`src/rtl/xlat_pkg.sv`:
```
package xlat_pkg;

   typedef enum logic [2:0] {
      SZ_SMALL   = 3'd0,
      SZ_LARGE   = 3'd1,
      SZ_SECTION = 3'd2,
      SZ_SUPER   = 3'd3,
      SZ_FLAT    = 3'd4
   } pg_size_e;

   typedef enum logic [1:0] {
      L1K_FAULT = 2'd0,
      L1K_LEAF  = 2'd1,
      L1K_TABLE = 2'd2
   } l1_kind_e;

   typedef enum logic [2:0] {
      ST_IDLE    = 3'd0,
      ST_L1_REQ  = 3'd1,
      ST_L1_WAIT = 3'd2,
      ST_L2_REQ  = 3'd3,
      ST_L2_WAIT = 3'd4,
      ST_RESP    = 3'd5
   } walk_st_e;

   localparam logic [1:0] L1_TYPE_TABLE   = 2'b01;
   localparam logic [1:0] L1_TYPE_SECTION = 2'b10;
   localparam logic [1:0] L2_TYPE_LARGE   = 2'b01;
   localparam logic [1:0] L2_TYPE_SMALL   = 2'b10;

   localparam int RES_PA_W = 32;

   typedef struct packed {
      logic                fault;
      pg_size_e            size;
      logic [RES_PA_W-1:0] pa;
   } xlat_res_t;

endpackage

```
`src/rtl/xlat_l1_dec.sv`:
```
module xlat_l1_dec
   import xlat_pkg::*;
#(
   parameter int ADDR_W    = 32,
   parameter int SEC_SHIFT = 20,
   parameter int SS_SHIFT  = 24,
   parameter int SS_BIT    = 18,
   parameter bit SS_EN     = 1'b1
) (
   input  logic [ADDR_W-1:0] desc_i,
   input  logic [ADDR_W-1:0] va_i,
   output l1_kind_e          kind_o,
   output xlat_res_t         res_o
);

   localparam logic [ADDR_W-1:0] SEC_MASK = {ADDR_W{1'b1}} << SEC_SHIFT;
   localparam logic [ADDR_W-1:0] SS_MASK  = {ADDR_W{1'b1}} << SS_SHIFT;

   generate
      if (SS_BIT < 2 || SS_BIT >= SEC_SHIFT) begin : g_bad_ss_bit
         $error("xlat_l1_dec: SS_BIT must lie between the type field and the section base");
      end
      if (SS_SHIFT <= SEC_SHIFT || SS_SHIFT >= ADDR_W) begin : g_bad_ss_shift
         $error("xlat_l1_dec: SS_SHIFT must exceed SEC_SHIFT and stay below ADDR_W");
      end
   endgenerate

   logic ss_sel;

   generate
      if (SS_EN) begin : g_ss
         assign ss_sel = desc_i[SS_BIT];
      end else begin : g_no_ss
         assign ss_sel = 1'b0;
      end
   endgenerate

   logic [ADDR_W-1:0] sec_pa;
   logic [ADDR_W-1:0] ss_pa;

   assign sec_pa = (desc_i & SEC_MASK) | (va_i & ~SEC_MASK);
   assign ss_pa  = (desc_i & SS_MASK)  | (va_i & ~SS_MASK);

   always_comb begin
      kind_o       = L1K_FAULT;
      res_o.fault  = 1'b1;
      res_o.size   = SZ_SMALL;
      res_o.pa     = '0;
      case (desc_i[1:0])
         L1_TYPE_TABLE: begin
            kind_o      = L1K_TABLE;
            res_o.fault = 1'b0;
         end
         L1_TYPE_SECTION: begin
            kind_o      = L1K_LEAF;
            res_o.fault = 1'b0;
            if (ss_sel) begin
               res_o.size = SZ_SUPER;
               res_o.pa   = ss_pa;
            end else begin
               res_o.size = SZ_SECTION;
               res_o.pa   = sec_pa;
            end
         end
         default: begin
            kind_o      = L1K_FAULT;
            res_o.fault = 1'b1;
         end
      endcase
   end

endmodule

```
`src/rtl/xlat_l2_dec.sv`:
```
module xlat_l2_dec
   import xlat_pkg::*;
#(
   parameter int ADDR_W      = 32,
   parameter int LARGE_SHIFT = 16,
   parameter int SMALL_SHIFT = 12
) (
   input  logic [ADDR_W-1:0] desc_i,
   input  logic [ADDR_W-1:0] va_i,
   output xlat_res_t         res_o
);

   localparam logic [ADDR_W-1:0] LARGE_MASK = {ADDR_W{1'b1}} << LARGE_SHIFT;
   localparam logic [ADDR_W-1:0] SMALL_MASK = {ADDR_W{1'b1}} << SMALL_SHIFT;

   generate
      if (LARGE_SHIFT <= SMALL_SHIFT || SMALL_SHIFT < 2) begin : g_bad_shift
         $error("xlat_l2_dec: page shifts out of order");
      end
   endgenerate

   logic [ADDR_W-1:0] large_pa;
   logic [ADDR_W-1:0] small_pa;

   assign large_pa = (desc_i & LARGE_MASK) | (va_i & ~LARGE_MASK);
   assign small_pa = (desc_i & SMALL_MASK) | (va_i & ~SMALL_MASK);

   always_comb begin
      res_o.fault = 1'b1;
      res_o.size  = SZ_SMALL;
      res_o.pa    = '0;
      case (desc_i[1:0])
         L2_TYPE_SMALL: begin
            res_o.fault = 1'b0;
            res_o.size  = SZ_SMALL;
            res_o.pa    = small_pa;
         end
         L2_TYPE_LARGE: begin
            res_o.fault = 1'b0;
            res_o.size  = SZ_LARGE;
            res_o.pa    = large_pa;
         end
         default: begin
            res_o.fault = 1'b1;
         end
      endcase
   end

endmodule

```
`src/rtl/xlat_walk_ctl.sv`:
```
module xlat_walk_ctl
   import xlat_pkg::*;
#(
   parameter int ADDR_W   = 32,
   parameter int L1_IDX_W = 12,
   parameter int L2_IDX_W = 8
) (
   input  logic              clk,
   input  logic              rst_n,
   input  logic              en_i,
   input  logic [ADDR_W-1:0] tbl_base_i,
   input  logic              req_valid_i,
   input  logic [ADDR_W-1:0] req_va_i,
   output logic              req_ready_o,
   output logic              mem_req_valid_o,
   input  logic              mem_req_ready_i,
   output logic [ADDR_W-1:0] mem_addr_o,
   input  logic              mem_rvalid_i,
   input  logic [ADDR_W-1:0] mem_rdata_i,
   input  l1_kind_e          l1_kind_i,
   input  xlat_res_t         l1_res_i,
   input  xlat_res_t         l2_res_i,
   output logic [ADDR_W-1:0] va_o,
   output logic              rsp_valid_o,
   output xlat_res_t         rsp_o
);

   localparam int L1_SHIFT  = ADDR_W - L1_IDX_W;
   localparam int L2_SHIFT  = L1_SHIFT - L2_IDX_W;
   localparam int L1_ALIGN  = L1_IDX_W + 2;
   localparam int L2_ALIGN  = L2_IDX_W + 2;

   walk_st_e                  state_q;
   logic [ADDR_W-1:0]         va_q;
   logic [ADDR_W-1:L2_ALIGN]  l2_tbl_q;
   xlat_res_t                 rsp_q;

   logic [ADDR_W-1:0] l1_addr;
   logic [ADDR_W-1:0] l2_addr;

   assign l1_addr = {tbl_base_i[ADDR_W-1:L1_ALIGN], va_q[ADDR_W-1:L1_SHIFT], 2'b00};
   assign l2_addr = {l2_tbl_q, va_q[L1_SHIFT-1:L2_SHIFT], 2'b00};

   logic unused_base;
   logic unused_rdata;
   assign unused_base  = ^tbl_base_i[L1_ALIGN-1:0];
   assign unused_rdata = ^mem_rdata_i[L2_ALIGN-1:0];

   assign req_ready_o     = (state_q == ST_IDLE);
   assign mem_req_valid_o = (state_q == ST_L1_REQ) || (state_q == ST_L2_REQ);
   assign mem_addr_o      = (state_q == ST_L2_REQ) ? l2_addr : l1_addr;
   assign rsp_valid_o     = (state_q == ST_RESP);
   assign rsp_o           = rsp_q;
   assign va_o            = va_q;

   always_ff @(posedge clk or negedge rst_n) begin
      if (!rst_n) begin
         state_q  <= ST_IDLE;
         va_q     <= '0;
         l2_tbl_q <= '0;
         rsp_q    <= '0;
      end else begin
         case (state_q)
            ST_IDLE: begin
               if (req_valid_i) begin
                  va_q <= req_va_i;
                  if (!en_i) begin
                     rsp_q.fault <= 1'b0;
                     rsp_q.size  <= SZ_FLAT;
                     rsp_q.pa    <= req_va_i;
                     state_q     <= ST_RESP;
                  end else begin
                     state_q <= ST_L1_REQ;
                  end
               end
            end
            ST_L1_REQ: begin
               if (mem_req_ready_i) state_q <= ST_L1_WAIT;
            end
            ST_L1_WAIT: begin
               if (mem_rvalid_i) begin
                  if (l1_kind_i == L1K_TABLE) begin
                     l2_tbl_q <= mem_rdata_i[ADDR_W-1:L2_ALIGN];
                     state_q  <= ST_L2_REQ;
                  end else begin
                     rsp_q   <= l1_res_i;
                     state_q <= ST_RESP;
                  end
               end
            end
            ST_L2_REQ: begin
               if (mem_req_ready_i) state_q <= ST_L2_WAIT;
            end
            ST_L2_WAIT: begin
               if (mem_rvalid_i) begin
                  rsp_q   <= l2_res_i;
                  state_q <= ST_RESP;
               end
            end
            default: begin
               state_q <= ST_IDLE;
            end
         endcase
      end
   end

endmodule

```
`src/rtl/xlat_walker.sv`:
```
module xlat_walker
   import xlat_pkg::*;
#(
   parameter int ADDR_W    = 32,
   parameter int L1_IDX_W  = 12,
   parameter int L2_IDX_W  = 8,
   parameter int SS_SHIFT  = 24,
   parameter int SS_BIT    = 18,
   parameter int LARGE_SHIFT = 16,
   parameter bit SS_EN     = 1'b1
) (
   input  logic              clk,
   input  logic              rst_n,
   input  logic              en_i,
   input  logic [ADDR_W-1:0] tbl_base_i,
   input  logic              req_valid_i,
   input  logic [ADDR_W-1:0] req_va_i,
   output logic              req_ready_o,
   output logic              rsp_valid_o,
   output logic [ADDR_W-1:0] rsp_pa_o,
   output logic [2:0]        rsp_size_o,
   output logic              rsp_fault_o,
   output logic              mem_req_valid_o,
   input  logic              mem_req_ready_i,
   output logic [ADDR_W-1:0] mem_addr_o,
   input  logic              mem_rvalid_i,
   input  logic [ADDR_W-1:0] mem_rdata_i
);

   localparam int SEC_SHIFT   = ADDR_W - L1_IDX_W;
   localparam int SMALL_SHIFT = SEC_SHIFT - L2_IDX_W;

   generate
      if (ADDR_W != RES_PA_W) begin : g_bad_addr_w
         $error("xlat_walker: ADDR_W must equal the result address width");
      end
      if (SMALL_SHIFT < 2) begin : g_bad_idx
         $error("xlat_walker: index widths leave no page offset");
      end
      if (LARGE_SHIFT <= SMALL_SHIFT || LARGE_SHIFT >= SEC_SHIFT) begin : g_bad_large
         $error("xlat_walker: LARGE_SHIFT must sit between page and section shifts");
      end
   endgenerate

   l1_kind_e          l1_kind;
   xlat_res_t         l1_res;
   xlat_res_t         l2_res;
   xlat_res_t         rsp;
   logic [ADDR_W-1:0] va_cur;

   xlat_walk_ctl #(
      .ADDR_W   (ADDR_W),
      .L1_IDX_W (L1_IDX_W),
      .L2_IDX_W (L2_IDX_W)
   ) u_ctl (
      .clk             (clk),
      .rst_n           (rst_n),
      .en_i            (en_i),
      .tbl_base_i      (tbl_base_i),
      .req_valid_i     (req_valid_i),
      .req_va_i        (req_va_i),
      .req_ready_o     (req_ready_o),
      .mem_req_valid_o (mem_req_valid_o),
      .mem_req_ready_i (mem_req_ready_i),
      .mem_addr_o      (mem_addr_o),
      .mem_rvalid_i    (mem_rvalid_i),
      .mem_rdata_i     (mem_rdata_i),
      .l1_kind_i       (l1_kind),
      .l1_res_i        (l1_res),
      .l2_res_i        (l2_res),
      .va_o            (va_cur),
      .rsp_valid_o     (rsp_valid_o),
      .rsp_o           (rsp)
   );

   xlat_l1_dec #(
      .ADDR_W    (ADDR_W),
      .SEC_SHIFT (SEC_SHIFT),
      .SS_SHIFT  (SS_SHIFT),
      .SS_BIT    (SS_BIT),
      .SS_EN     (SS_EN)
   ) u_l1_dec (
      .desc_i (mem_rdata_i),
      .va_i   (va_cur),
      .kind_o (l1_kind),
      .res_o  (l1_res)
   );

   xlat_l2_dec #(
      .ADDR_W      (ADDR_W),
      .LARGE_SHIFT (LARGE_SHIFT),
      .SMALL_SHIFT (SMALL_SHIFT)
   ) u_l2_dec (
      .desc_i (mem_rdata_i),
      .va_i   (va_cur),
      .res_o  (l2_res)
   );

   assign rsp_pa_o    = rsp.pa;
   assign rsp_size_o  = rsp.size;
   assign rsp_fault_o = rsp.fault;

endmodule

```
`config.mk`:
```
export PLATFORM = sky130hd
export DESIGN_NAME = xlat_walker
export DESIGN_NICKNAME = d
export VERILOG_FILES = /design/src/rtl/xlat_pkg.sv /design/src/rtl/xlat_l1_dec.sv /design/src/rtl/xlat_l2_dec.sv /design/src/rtl/xlat_walk_ctl.sv /design/src/rtl/xlat_walker.sv
export SDC_FILE = /design/constraint.sdc
export NUM_CORES = 1
export LEC_CHECK = 0
export ABC_AREA = 0
export BUFFER_PORTS_ARGS = -buffer_cell sky130_fd_sc_hd__buf_2
export CAP_MARGIN = 20
export CELL_PAD_IN_SITES_DETAIL_PLACEMENT = 1
export CELL_PAD_IN_SITES_GLOBAL_PLACEMENT = 1
export CORE_MARGIN = 5
export CORE_UTILIZATION = 42
export DETAILED_ROUTE_END_ITERATION = 7
export PLACE_DENSITY = 0.9
export SLEW_MARGIN = 20
export SYNTH_ARGS = -nofsm -noshare
export SYNTH_HDL_FRONTEND = slang
export SYNTH_SLANG_ARGS = --single-unit
```
`constraint.sdc`:
```
create_clock -name clk -period 3.8 [get_ports clk]
set_input_delay 0.19 -clock clk [delete_from_list [all_inputs] [get_ports clk]]
set_output_delay 0.19 -clock clk [all_outputs]
set_load 0.1 [all_outputs]
```
**Word level (Yosys, flattened, before mapping)**

Cells that the tools add are included.

- Bits in registers: 93
- Input port bits: 102
- Output and inout bits: 71
- Word-level logic and storage cells: 53

- Equal/unequal tests: 15
- Mux-type cells: 20
- Bitwise operators: 4
- Reductions and logical operators: 8

Operator list:

| kind | number |
|---|---|
| $mux W36 | 5 |
| $pmux W36 S3 | 1 |
| $pmux W33 S2 | 1 |
| $mux W35 | 1 |
| $mux W33 | 1 |
| $mux W32 | 1 |
| $or A32 B12 Y32 | 1 |
| $or A32 B16 Y32 | 1 |
| $or A32 B20 Y32 | 1 |
| $or A32 B24 Y32 | 1 |
| $mux W3 | 7 |
| $pmux W3 S5 | 1 |
| $ne A2 B2 Y1 const B | 7 |
| $eq A3 B2 Y1 const B | 2 |
| $eq A3 B3 Y1 const B | 2 |
| $reduce_and A6 Y1 | 1 |
| $reduce_and A5 Y1 | 1 |
| $eq A2 B2 Y1 const B | 2 |
| $pmux W2 S2 | 1 |
| $eq A3 B1 Y1 const B | 1 |
| $logic_not A3 Y1 | 1 |
| $reduce_and A3 Y1 | 1 |
| $reduce_bool A3 Y1 | 1 |
| $eq A2 B1 Y1 const B | 1 |
| other kinds (4) | 4 |

**Logic depth before layout (Yosys ltp)**

Gate-level depths: netlist of the first run.

- Depth in word-level cells: 6
- Gate-level depth with buffers: 8
- Gate-level depth less buffers: 6

**Hierarchy**

Synthesis of the first run repeated with hierarchy kept, for this count alone.

- Cell total of the unflattened synthesis: 622
- Area, all modules: 6,139.6 um2

By module, submodules not included:

| module | times used | cells each | area each (um2) | seq. area each (um2) |
|---|---|---|---|---|
| xlat_walk_ctl | 1 | 526 | 5,439.0 | 2,327.2 |
| xlat_l2_dec | 1 | 47 | 367.9 | 0.0 |
| xlat_l1_dec | 1 | 49 | 332.8 | 0.0 |

**Worst setup path before layout of the first run**

No wires, ideal clock.

- Path type: register to register
- Start: register u_ctl.state_q[1]
- End: register u_ctl.va_q[11], in the netlist u_ctl.va_o[11]
- Setup time: 0.125 ns
- Data arrival time: 3.022 ns
- Required time: 3.675 ns
- Slack: 0.653 ns
- Cell stages (with the launch flop): 8
- Path buffers: 3
- Clock period less this slack: 3.147 ns
- Path through: dfrtp_1 > buf_6 > or2_2 > nor2_1 > and2_1 > clkbuf_1 > buf_4 > mux2_2

- Word-level cells in the longest chain between the ends: 2

Ends and longest elaborated chain:

| what | RTL line | RTL |
|---|---|---|
| start: declaration | xlat_walk_ctl.sv:33 | `walk_st_e state_q;` |
| start signal: assignment | xlat_walk_ctl.sv:58 | `state_q <= ST_IDLE;` |
| start signal: assignment | xlat_walk_ctl.sv:71 | `state_q <= ST_RESP;` |
| start signal: assignment | xlat_walk_ctl.sv:73 | `state_q <= ST_L1_REQ;` |
| $logic_not A3 Y1 | -- |  |
| via req_ready_o | xlat_walker.sv:18 | `output logic req_ready_o,` |
| $reduce_and A2 Y1 (no line) | -- |  |
| end signal: assignment | xlat_walk_ctl.sv:66 | `va_q <= req_va_i;` |
| end: declaration | xlat_walk_ctl.sv:34 | `logic [ADDR_W-1:0] va_q;` |

The timed path passes the listed nets, and every way through them passes these cells.
A chain may end at the register's enable or synchronous reset.

**Worst setup path in the final report of the first run**

- Start: register u_ctl.state_q[1]
- End: output port mem_addr_o[9]

- Word-level cells in the longest chain between the ends: 2

Ends and longest elaborated chain:

| what | RTL line | RTL |
|---|---|---|
| $eq A3 B2 Y1 | xlat_walk_ctl.sv:51 | `assign mem_addr_o = (state_q == ST_L2_REQ) ? l2_addr : l1_addr;` |
| $mux W32 | xlat_walk_ctl.sv:51 |  |
| end: declaration | xlat_walker.sv:25 | `output logic [ADDR_W-1:0] mem_addr_o,` |

No other way between the ends.

==> results by group, run 1 <==
Run status
  • Run status: finished with violations
  • Violated checks: negative hold slack

Clocking
  • Hold-fix buffers, CTS: 0
  • Postcts setup bufs: 0
  • Number of levels in the clock H-tree: 3
  • TritonCTS clock tree: done
  • Clock latency of the later-clocked register in the worst-skew pair: 0.34 ns
  • Number of buffers on the longest clock path: 2
  • Num Clock Sinks: 93
  • Post-cts gate resize count: 0
  • Reg clk slew, reported paths: 0.07 ns
  • Inserted Clock Buffers: 9
  • Root Driver: sky130_fd_sc_hd__clkbuf_16

Finish
  • Antenna diode count: 0
  • Sequential cell area: 0.00233 sq mm
  • Post-route cell area: 0.00596 sq mm
  • Area growth from synthesis to layout: 24.0%
  • Area of combinational cells with multiple inputs: 0.00229 sq mm
  • Most frequent standard cell in the layout excluding fill and tap cells: sky130_fd_sc_hd__buf_2
  • Finished Layout Cells: 644
  • Fraction of layout cells with a size suffix above 1: 57.1%
  • Highest-count cells in the layout ignoring fill and taps: 147 x sky130_fd_sc_hd__buf_2, 93 x sky130_fd_sc_hd__dfrtp_1, 88 x sky130_fd_sc_hd__mux2_2
  • Post-layout net count: 601
  • Filler Cells Inserted: 1,245

Worst setup path
  • Element type at the critical path end: output pin
  • Peak per-stage delay on the critical path: 0.88 ns
  • Required time of the critical path: 3.61 ns
  • Standard cell with the maximum stage delay on the critical path: sky130_fd_sc_hd__dfrtp_1
  • Worst setup path class: flop to output pin
  • Largest fanout on the critical path: 30
  • Cells along the critical path: and2b_1 > nand2_1 > buf_4 > mux2_2 > buf_2
  • Arrival time at the worst endpoint: 2.65 ns
  • CP Launch Type: flop

Routing
  • Met2 wire len: 7440 microns
  • DRC viols: 0
  • DRC violation total after the first TritonRoute iteration: 172
  • Number of iterations in the first detailed-routing pass: 4
  • Vias/cell: 5.49
  • Drt total wl: 14,000 microns
  • Via count: 3,535
  • Routed metal-1 wire length: 5610 microns
  • Routed wl met3: 630 microns
  • Highest Signal Layer: met4
  • Antenna-violating nets left: 0
  • DR WL/cell: 21.7 microns

Die
  • Initial Utilization: 42.5%
  • Area of the die: 0.0137 sq mm
  • Core region area: 0.0113 sq mm
  • Rows: 39
  • Count of pins on the block boundary: 173
  • Width of the die: 117 microns
  • Die boundary height: 117 microns

Global route
  • First-pass GRT wire length: 21,800 microns
  • GR Util All Layers: 20.9%
  • Total congestion overflow after global routing: 0
  • Antenna violations before repair: 0
  • Largest net degree at the start of global routing: 72
  • Vias in the first global route: 3,984

Synthesis
  • Cell count after synthesis: 361
  • Ys flop type: sky130_fd_sc_hd__dfrtp_1
  • Post-Synthesis Cell Area: 0.00481 sq mm
  • Count of flip-flops with a built-in enable after synthesis: 0
  • Share of flip-flops with an asynchronous set or reset after synthesis: 100%
  • Post-Synthesis Mean Instance Area: 13.3 sq um
  • Post-synthesis sequential area ratio: 48.4%
  • Warnings from Yosys: 0
  • Count of different cell masters after synthesis: 42
  • Number of storage elements in the synthesis netlist: 93

STA
  • Upper clock frequency limit: 352 MHz
  • Number of failing hold endpoints at the final stage: 25
  • Max Clock Skew: 0.00584 ns
  • Slew @ Worst Pin: 0.924 ns
  • Final total negative setup slack: 0 ns
  • Ratio of final minimum period to clock period: 74.9%
  • Final critical-path required period: 2.84 ns
  • RSZ-0062 raised after global routing: false
  • Fin. max-slew vios: 0
  • Worst-case hold slack: -0.0258 ns
  • Number of endpoints failing setup at the final stage: 0
  • Max-slew headroom at the worst pin: 38.4%

Place
  • GPL Wtd Cong: 0.766
  • I/O Buffers: 148
  • Total half-perimeter wirelength after legalization and detailed placement: 9810 microns
  • Cell count after placement: 628
  • Placed standard-cell area: 0.00560 sq mm

Hold path
  • Tightest Hold Check Type: primary input to async pin

Run
  • Number of violations of the max-capacitance limit: 0
[cell usage after synthesis, types with 2 or more instances]
cell	instances	area [sq um]
sky130_fd_sc_hd__dfrtp_1	93	2330
sky130_fd_sc_hd__nor2_1	7	26.3
sky130_fd_sc_hd__a221o_1	4	40.0
sky130_fd_sc_hd__clkbuf_1	13	48.8
sky130_fd_sc_hd__buf_6	5	56.3
sky130_fd_sc_hd__nand2_1	4	15.0
sky130_fd_sc_hd__and2_1	2	12.5
sky130_fd_sc_hd__ha_1	3	37.5
sky130_fd_sc_hd__mux2_4	24	360
sky130_fd_sc_hd__nand2b_1	5	31.3
sky130_fd_sc_hd__nand4b_1	5	43.8
sky130_fd_sc_hd__a21o_1	3	22.5
sky130_fd_sc_hd__o21ai_0	5	25.0
sky130_fd_sc_hd__o31ai_1	9	67.6
sky130_fd_sc_hd__mux2_2	88	991
sky130_fd_sc_hd__nor2b_1	6	37.5
sky130_fd_sc_hd__buf_2	5	25.0
sky130_fd_sc_hd__a22o_1	29	254
sky130_fd_sc_hd__mux2_1	5	56.3
sky130_fd_sc_hd__o21a_1	2	15.0
sky130_fd_sc_hd__a32o_1	4	40.0
sky130_fd_sc_hd__a221oi_1	4	35.0
sky130_fd_sc_hd__inv_1	5	18.8
sky130_fd_sc_hd__buf_4	6	45.0
sky130_fd_sc_hd__a21oi_1	8	40.0
[kinds of logic (layout without fill, tap and decap cells)]
logic type | Yosys count | after routing | synth area share [%]
adders and majority gates | 3 | 3 | 0.781
xor gates and xnor gates | 1 | 1 | 0.182
DFF | 93 | 93 | 48.4
other | 1 | 2 | 0.0780
AOI/OAI and AO/OA | 72 | 72 | 12.1
buffers and inverters | 35 | 174 | 4.11
muxes | 118 | 118 | 29.5
and+or+nand+nor | 38 | 38 | 4.89
[routing by layer]
| metal | vias up | global-route usage, % |
|---|---|---|
| met5 | - | 0 |
| met4 | 0 | 9.02 |
| met3 | 19 | 4.01 |
| met2 | 91 | 37.0 |
| met1 | 1820 | 24.8 |
| li1 | 1605 | - |
[worst max-delay path: cells and delay by family, from the launching register on]
kind / cells / cell delay (ns)
mux: 1 / 0.30
flops: 1 / 0.88
simple gates: 2 / 0.38
buf+inv: 2 / 0.74
[final timing paths]
| check | from | to | slack, ns | cells after the start |
|---|---|---|---|---|
| hold / removal | rst_n | u_ctl.rsp_o[3] | -0.03 | 1 |
| setup reg to reg | u_ctl.state_q[1] | u_ctl.rsp_o[34] | 1.16 | 4 |
| setup / recovery | u_ctl.state_q[1] | mem_addr_o[9] | 0.96 | 5 |
| hold reg to reg | u_ctl.rsp_o[32] | u_ctl.rsp_o[32] | 0.49 | 1 |
| min in group clk | mem_rdata_i[10] | u_ctl.l2_tbl_q[10] | 0.08 | 2 |
| max in group asynchronous | rst_n | u_ctl.rsp_o[23] | 2.93 | 2 |
[area by class of cell]
class                   instances  area share, %
repair buffers                153           13.1
multi-input cells             234           38.5
inverters                       5          0.315
clock buffers                  10           3.84
well taps                     143           3.00
flip-flops and latches         93           39.0
clock inverters                 6           2.25
[through the flow]
step                worst slack, ns  utilization, %  hold slack, ns
CTS                           0.799            52.6          0.0161
global placement              0.924            49.4           0.367
floorplan                     0.653               -          -0.106
global route                  0.779            52.7          0.0587
finish                        0.955            52.7         -0.0258
detailed placement            0.832            49.4           0.392
[flip-flops by register name, summed over array words and instances, names as in the netlist]
register,count
u_ctl.rsp_o,36
u_ctl.va_o,32
u_ctl.l2_tbl_q,22
u_ctl.state_q,3
Power of run 1 is not shown: default switching activity piles up to over one toggle a cycle in this logic, so the estimate is an artifact.
==> inputs of run 2 (changes only) <==
CORE_UTILIZATION = 39   (was 42)
PLACE_DENSITY = 0.85   (was 0.9)
clock period = 2.75 ns   (was 3.8 ns; I/O delays follow)
==> results by group, run 2 (synthesis results as in run 1) <==
Worst setup path
  • Required time of the critical path: 2.61 ns (-1.00 ns)
  • Count of buffer and inverter cells on the critical path: 2 (unchanged)
  • Cell class contributing the biggest share of worst-path delay: flip-flops
  • Worst setup path class: flop to output pin
  • Peak per-stage delay on the critical path: 0.60 ns (-0.28 ns)
  • Number of logic stages on the critical path including buffering: 5 (unchanged)
  • Standard cell with the maximum stage delay on the critical path: sky130_fd_sc_hd__dfrtp_1
  • Arrival time at the worst endpoint: 2.38 ns (-0.27 ns)
  • R2r setup slk: 0.36 ns (-0.80 ns)
  • Largest fanout on the critical path: 30 (unchanged)
  • Reg2reg path depth: 5 (+1)
  • Element type at the critical path end: output pin
  • CP Launch Type: flop
  • Cells along the critical path: and2b_1 > nand2_1 > buf_4 > mux2_2 > buf_12

Global route
  • Antenna violations before repair: 0 (unchanged)
  • Total congestion overflow after global routing: 0 (unchanged)
  • GR Util All Layers: 19.7% (-1.2 points)
  • First-pass GRT wire length: 22,900 microns (+5.1%)
  • Vias in the first global route: 4,135 (+3.8%)
  • Largest net degree at the start of global routing: 45 (-38%)

Run
  • Number of violations of the max-capacitance limit: 0 (unchanged)

Die
  • Width of the die: 121 microns (+3.5%)
  • Initial Utilization: 39.9% (-2.6 points)
  • Rows: 40 (+2.6%)
  • Die boundary height: 121 microns (+3.5%)
  • Area of the die: 0.0146 sq mm (+7.0%)
  • Core region area: 0.0121 sq mm (+6.5%)
  • Count of pins on the block boundary: 173 (unchanged)

Routing
  • Number of iterations in the first detailed-routing pass: 6 (+2)
  • Drt total wl: 14,200 microns (+2.1%)
  • DRC viols: 0 (unchanged)
  • Antenna-violating nets left: 0 (unchanged)
  • DRC violation total after the first TritonRoute iteration: 100 (-42%)
  • Vias/cell: 5.32 (-3.0%)
  • Via count: 3,619 (+2.4%)
  • DR WL/cell: 20.9 microns (-3.3%)

Finish
  • Most frequent standard cell in the layout excluding fill and tap cells: sky130_fd_sc_hd__buf_2
  • Sequential cell area: 0.00233 sq mm (unchanged)
  • Antenna diode count: 0 (unchanged)
  • Area growth from synthesis to layout: 34.2%
  • Highest-count cells in the layout ignoring fill and taps: 117 x sky130_fd_sc_hd__buf_2, 93 x sky130_fd_sc_hd__dfrtp_1, 88 x sky130_fd_sc_hd__mux2_2
  • Max FFs per register: 36 (unchanged)
  • Post-layout net count: 612 (+1.8%)
  • Area of combinational cells with multiple inputs: 0.00230 sq mm (+0.22%)
  • Filler Cells Inserted: 1,246 (+0.080%)
  • Fraction of layout cells with a size suffix above 1: 57.8% (+0.73 points)

Clocking
  • Inserted Clock Buffers: 9 (unchanged)
  • Root Driver: sky130_fd_sc_hd__clkbuf_16
  • Postcts setup bufs: 0 (unchanged)
  • Number of buffers on the longest clock path: 2 (unchanged)
  • Number of levels in the clock H-tree: 3 (unchanged)
  • Clock latency of the later-clocked register in the worst-skew pair: 0.34 ns (about the same)
  • Num Clock Sinks: 93 (unchanged)
  • Reg clk slew, reported paths: 0.07 ns (about the same)
  • TritonCTS clock tree: done

Hold path
  • Worst Hold Path Cells: 2
  • Tightest Hold Check Type: primary input to flop

STA
  • Number of failing hold endpoints at the final stage: 0 (-100%)
  • Max-slew headroom at the worst pin: 46.8% (+8.4 points)
  • Fin. max-slew vios: 0 (unchanged)
  • Upper clock frequency limit: 398 MHz
  • Max Clock Skew: 0.00913 ns (+0.00329 ns)
  • Final total negative setup slack: 0 ns (unchanged)
  • Final critical-path required period: 2.51 ns
  • Number of endpoints failing setup at the final stage: 0 (unchanged)
  • Ratio of final minimum period to clock period: 91.4%
  • RSZ-0062 raised after global routing: false
  • Slew @ Worst Pin: 0.794 ns (-0.130 ns)

Place
  • Total half-perimeter wirelength after legalization and detailed placement: 10,400 microns (+5.8%)
  • GPL Wtd Cong: 0.854 (+11%)
  • I/O Buffers: 148 (unchanged)

Run status
  • Run status: complete, no violations
==> run 2: cell types whose count changed in the layout (fill, tap and decap cells not counted), sizes merged <==
cell / change
dlygate4sd3: +1
buf: +10
clkinvlp: +3
bufinv: -4
clkbuf: +1
==> run 2: cell type report <==
| cell class | instances | area share [%] |
|---|---|---|
| inverters | 5 | 0.291 |
| repair buffers | 164 | 20.6 |
| multi-input cells | 234 | 35.6 |
| well taps | 168 | 3.26 |
| flip-flops and latches | 93 | 36.1 |
| clock inverters | 5 | 0.562 |
| clock buffers | 11 | 3.61 |
==> run 2: per-layer routing <==
metal | vias up | track usage (%) | wire [microns]
li1 | 1631 | - | -
met1 | 1868 | 24.0 | 5890
met2 | 103 | 34.0 | 7360
met3 | 17 | 4.66 | 775
met4 | 0 | 6.87 | 217
met5 | - | 0 | 0
==> run 2: through the flow <==
stage	utilization [%]	hold slack [ns]	std cells	instance area (sq um)	setup slack, ns
floorplan	-	-0.158	362	4810	0.102
global placement	51.2	0.170	663	6170	0.467
detailed placement	51.2	0.175	663	6170	0.377
CTS	53.5	0.0295	680	6450	0.221
global route	53.5	0.0318	680	6450	0.128
finish	53.5	0.0350	680	6450	0.237
==> run 2: worst paths after layout <==
path,startpoint,to
worst min-delay path,req_va_i[22],u_ctl.va_o[22]
min in group asynchronous,rst_n,u_ctl.rsp_o[8]
max in group asynchronous,rst_n,u_ctl.rsp_o[20]
worst min register to register,u_ctl.rsp_o[32],u_ctl.rsp_o[32]
worst max register to register,u_ctl.state_q[1],u_ctl.rsp_o[6]
worst max-delay path,u_ctl.state_q[1],mem_addr_o[2]
==> run 2: timing repair <==
action / in CTS / in global routing
endpoints found under the hold margin: 42 / 0
resized for setup: 0 / 0
hold buffers: 1 / 0
Power of run 2 is left out for the same reason.
==> inputs of run 3 (changes only) <==
--- a/config.mk
+++ b/config.mk
@@ -8,5 +8,4 @@
 export ABC_AREA = 0
 export BUFFER_PORTS_ARGS = -buffer_cell sky130_fd_sc_hd__buf_2
-export CAP_MARGIN = 20
 export CELL_PAD_IN_SITES_DETAIL_PLACEMENT = 1
 export CELL_PAD_IN_SITES_GLOBAL_PLACEMENT = 1
==> constraint.sdc (replaced) <==
create_clock -name clk -period 2.75 [get_ports clk]
set_input_delay 0.1375 -clock clk [delete_from_list [all_inputs] [get_ports clk]]
set_output_delay 0.1375 -clock clk [all_outputs]
set_load 0.005 [all_outputs]
==> results by group, run 3 (synthesis results as in run 1) <==
Clocking
  • Number of buffers on the longest clock path: 2 (unchanged)
  • Root Driver: sky130_fd_sc_hd__clkbuf_16
  • Clock latency of the later-clocked register in the worst-skew pair: 0.33 ns (about the same)
  • Number of levels in the clock H-tree: 3 (unchanged)
  • Num Clock Sinks: 93 (unchanged)
  • TritonCTS clock tree: done
  • Hold-fix buffers, CTS: 1 (unchanged)
  • Inserted Clock Buffers: 9 (unchanged)
  • Postcts setup bufs: 0 (unchanged)
  • Post-cts gate resize count: 0 (unchanged)
  • Reg clk slew, reported paths: 0.07 ns (about the same)

Worst setup path
  • Cell class contributing the biggest share of worst-path delay: compound AO/OA/AOI/OAI gates
  • Largest fanout on the critical path: 20 (-33%)
  • Element type at the critical path end: flop
  • Standard cell with the maximum stage delay on the critical path: sky130_fd_sc_hd__dfrtp_1
  • Peak per-stage delay on the critical path: 0.76 ns (+0.16 ns)
  • Cells along the critical path: nor4bb_2 > buf_4 > a21o_1 > a22o_1 > mux2_2
  • Worst setup path class: flop to flop
  • CP Launch Type: flop
  • Arrival time at the worst endpoint: 2.82 ns (+0.44 ns)
  • R2r setup slk: 0.21 ns (-0.15 ns)
  • Count of buffer and inverter cells on the critical path: 1 (-1)
  • Required time of the critical path: 3.03 ns (+0.42 ns)

STA
  • Number of failing hold endpoints at the final stage: 0 (unchanged)
  • Slew @ Worst Pin: 0.877 ns (+0.0834 ns)
  • Final total negative setup slack: 0 ns (unchanged)
  • Ratio of final minimum period to clock period: 92.5% (+1.2 points)
  • Final critical-path required period: 2.54 ns (+0.0317 ns)
  • Upper clock frequency limit: 393 MHz (-1.2%)
  • Max Clock Skew: 0.00741 ns (-0.00172 ns)
  • Max-slew headroom at the worst pin: 41.5% (-5.3 points)
  • Number of endpoints failing setup at the final stage: 0 (unchanged)
  • Worst-case hold slack: 0.0325 ns (-0.00246 ns)
  • RSZ-0062 raised after global routing: false
  • Fin. max-slew vios: 0 (unchanged)

Routing
  • Antenna-violating nets left: 0 (unchanged)
  • DRC viols: 0 (unchanged)
  • Vias/cell: 5.32 (-0.12%)
  • DRC violation total after the first TritonRoute iteration: 162 (+62%)
  • Routed metal-1 wire length: 5730 microns (-2.7%)
  • Drt total wl: 14,200 microns (-0.51%)
  • Via count: 3,620 (+0.028%)
  • DR WL/cell: 20.8 microns (-0.65%)
  • Highest Signal Layer: met4
  • Met2 wire len: 7500 microns (+1.8%)
  • Number of iterations in the first detailed-routing pass: 4 (-2)
  • Routed wl met3: 742 microns (-4.3%)

Place
  • Placed standard-cell area: 0.00576 sq mm (-6.7%)
  • Total half-perimeter wirelength after legalization and detailed placement: 10,400 microns (about the same)
  • Cell count after placement: 665 (+0.30%)
  • GPL Wtd Cong: 0.831 (-2.7%)
  • I/O Buffers: 148 (unchanged)

Global route
  • Largest net degree at the start of global routing: 57 (+27%)
  • GR Util All Layers: 19.9% (+0.22 points)
  • Antenna violations before repair: 0 (unchanged)
  • First-pass GRT wire length: 23,000 microns (+0.70%)
  • Total congestion overflow after global routing: 0 (unchanged)
  • Vias in the first global route: 4,184 (+1.2%)

Pwr
  • Leakage Power: 3.01 nW
  • Power density over the cells: 1090 mW/mm^2
  • Max IR drop VDD: 0.000468 V
  • Sum of internal, switching and leakage power: 6.63 mW

Die
  • Rows: 40 (unchanged)
  • Die boundary height: 121 microns (unchanged)
  • Initial Utilization: 39.9% (unchanged)
  • Width of the die: 121 microns (unchanged)
  • Area of the die: 0.0146 sq mm (unchanged)
  • Count of pins on the block boundary: 173 (unchanged)
  • Core region area: 0.0121 sq mm (unchanged)

Finish
  • Filler Cells Inserted: 1,283 (+3.0%)
  • Finished Layout Cells: 681 (+0.15%)
  • Area growth from synthesis to layout: 26.3%
  • Antenna diode count: 0 (unchanged)
  • Post-route cell area: 0.00607 sq mm (-5.9%)
  • Fraction of layout cells with a size suffix above 1: 57.9% (+0.082 points)
  • Max FFs per register: 36 (unchanged)
  • Highest-count cells in the layout ignoring fill and taps: 147 x sky130_fd_sc_hd__buf_2, 93 x sky130_fd_sc_hd__dfrtp_1, 88 x sky130_fd_sc_hd__mux2_2
  • Most frequent standard cell in the layout excluding fill and tap cells: sky130_fd_sc_hd__buf_2
  • Post-layout net count: 614 (+0.33%)

Run status
  • Run status: complete, no violations

Hold path
  • Tightest Hold Check Type: primary input to flop

Run
  • Number of violations of the max-capacitance limit: 0 (unchanged)
[run 3: layout make-up]
class | instances | area, sq um | share of cell area [%]
timing repair buffer | 166 | 918 | 15.1
tap | 168 | 210 | 3.46
inverter | 5 | 18.8 | 0.309
clock inverter | 3 | 45.0 | 0.742
clock buffer | 12 | 256 | 4.22
multi-input combinational | 234 | 2300 | 37.8
sequential | 93 | 2330 | 38.3
[run 3: final timing paths]
path / startpoint / end / cells after the start
max in group asynchronous: rst_n / u_ctl.l2_tbl_q[11] / 3
worst min register to register: u_ctl.rsp_o[32] / u_ctl.rsp_o[32] / 1
min in group asynchronous: rst_n / u_ctl.rsp_o[2] / 2
worst min-delay path: mem_rdata_i[10] / u_ctl.l2_tbl_q[10] / 2
worst max register to register: u_ctl.state_q[1] / u_ctl.rsp_o[2] / 5
worst max-delay path: u_ctl.state_q[1] / u_ctl.rsp_o[2] / 5
[run 3: layer usage]
metal  vias up  track usage (%)
met5         -                0
met4         0             5.67
met3        14             4.57
met2       100             36.1
met1      1869             23.5
li1       1637                -
[run 3: report_power, final]
group | total (mW) | internal [mW] | switching (mW)
Clock | 1.27 | 0.751 | 0.523
Combinational | 2.91 | 1.65 | 1.26
Sequential | 2.44 | 1.99 | 0.457
Total | 6.63 | 4.39 | 2.24
[run 3: stage by stage]
stage / setup WS [ns] / util (%)
2_1_floorplan: 0.882 / -
3_3_place_gp: 0.306 / 47.8
3_5_place_dp: 0.208 / 47.8
4_1_cts: 0.188 / 50.3
5_1_grt: 0.0466 / 50.3
6_report: 0.205 / 50.3
Note: power is estimated with default switching activity, not from simulation.
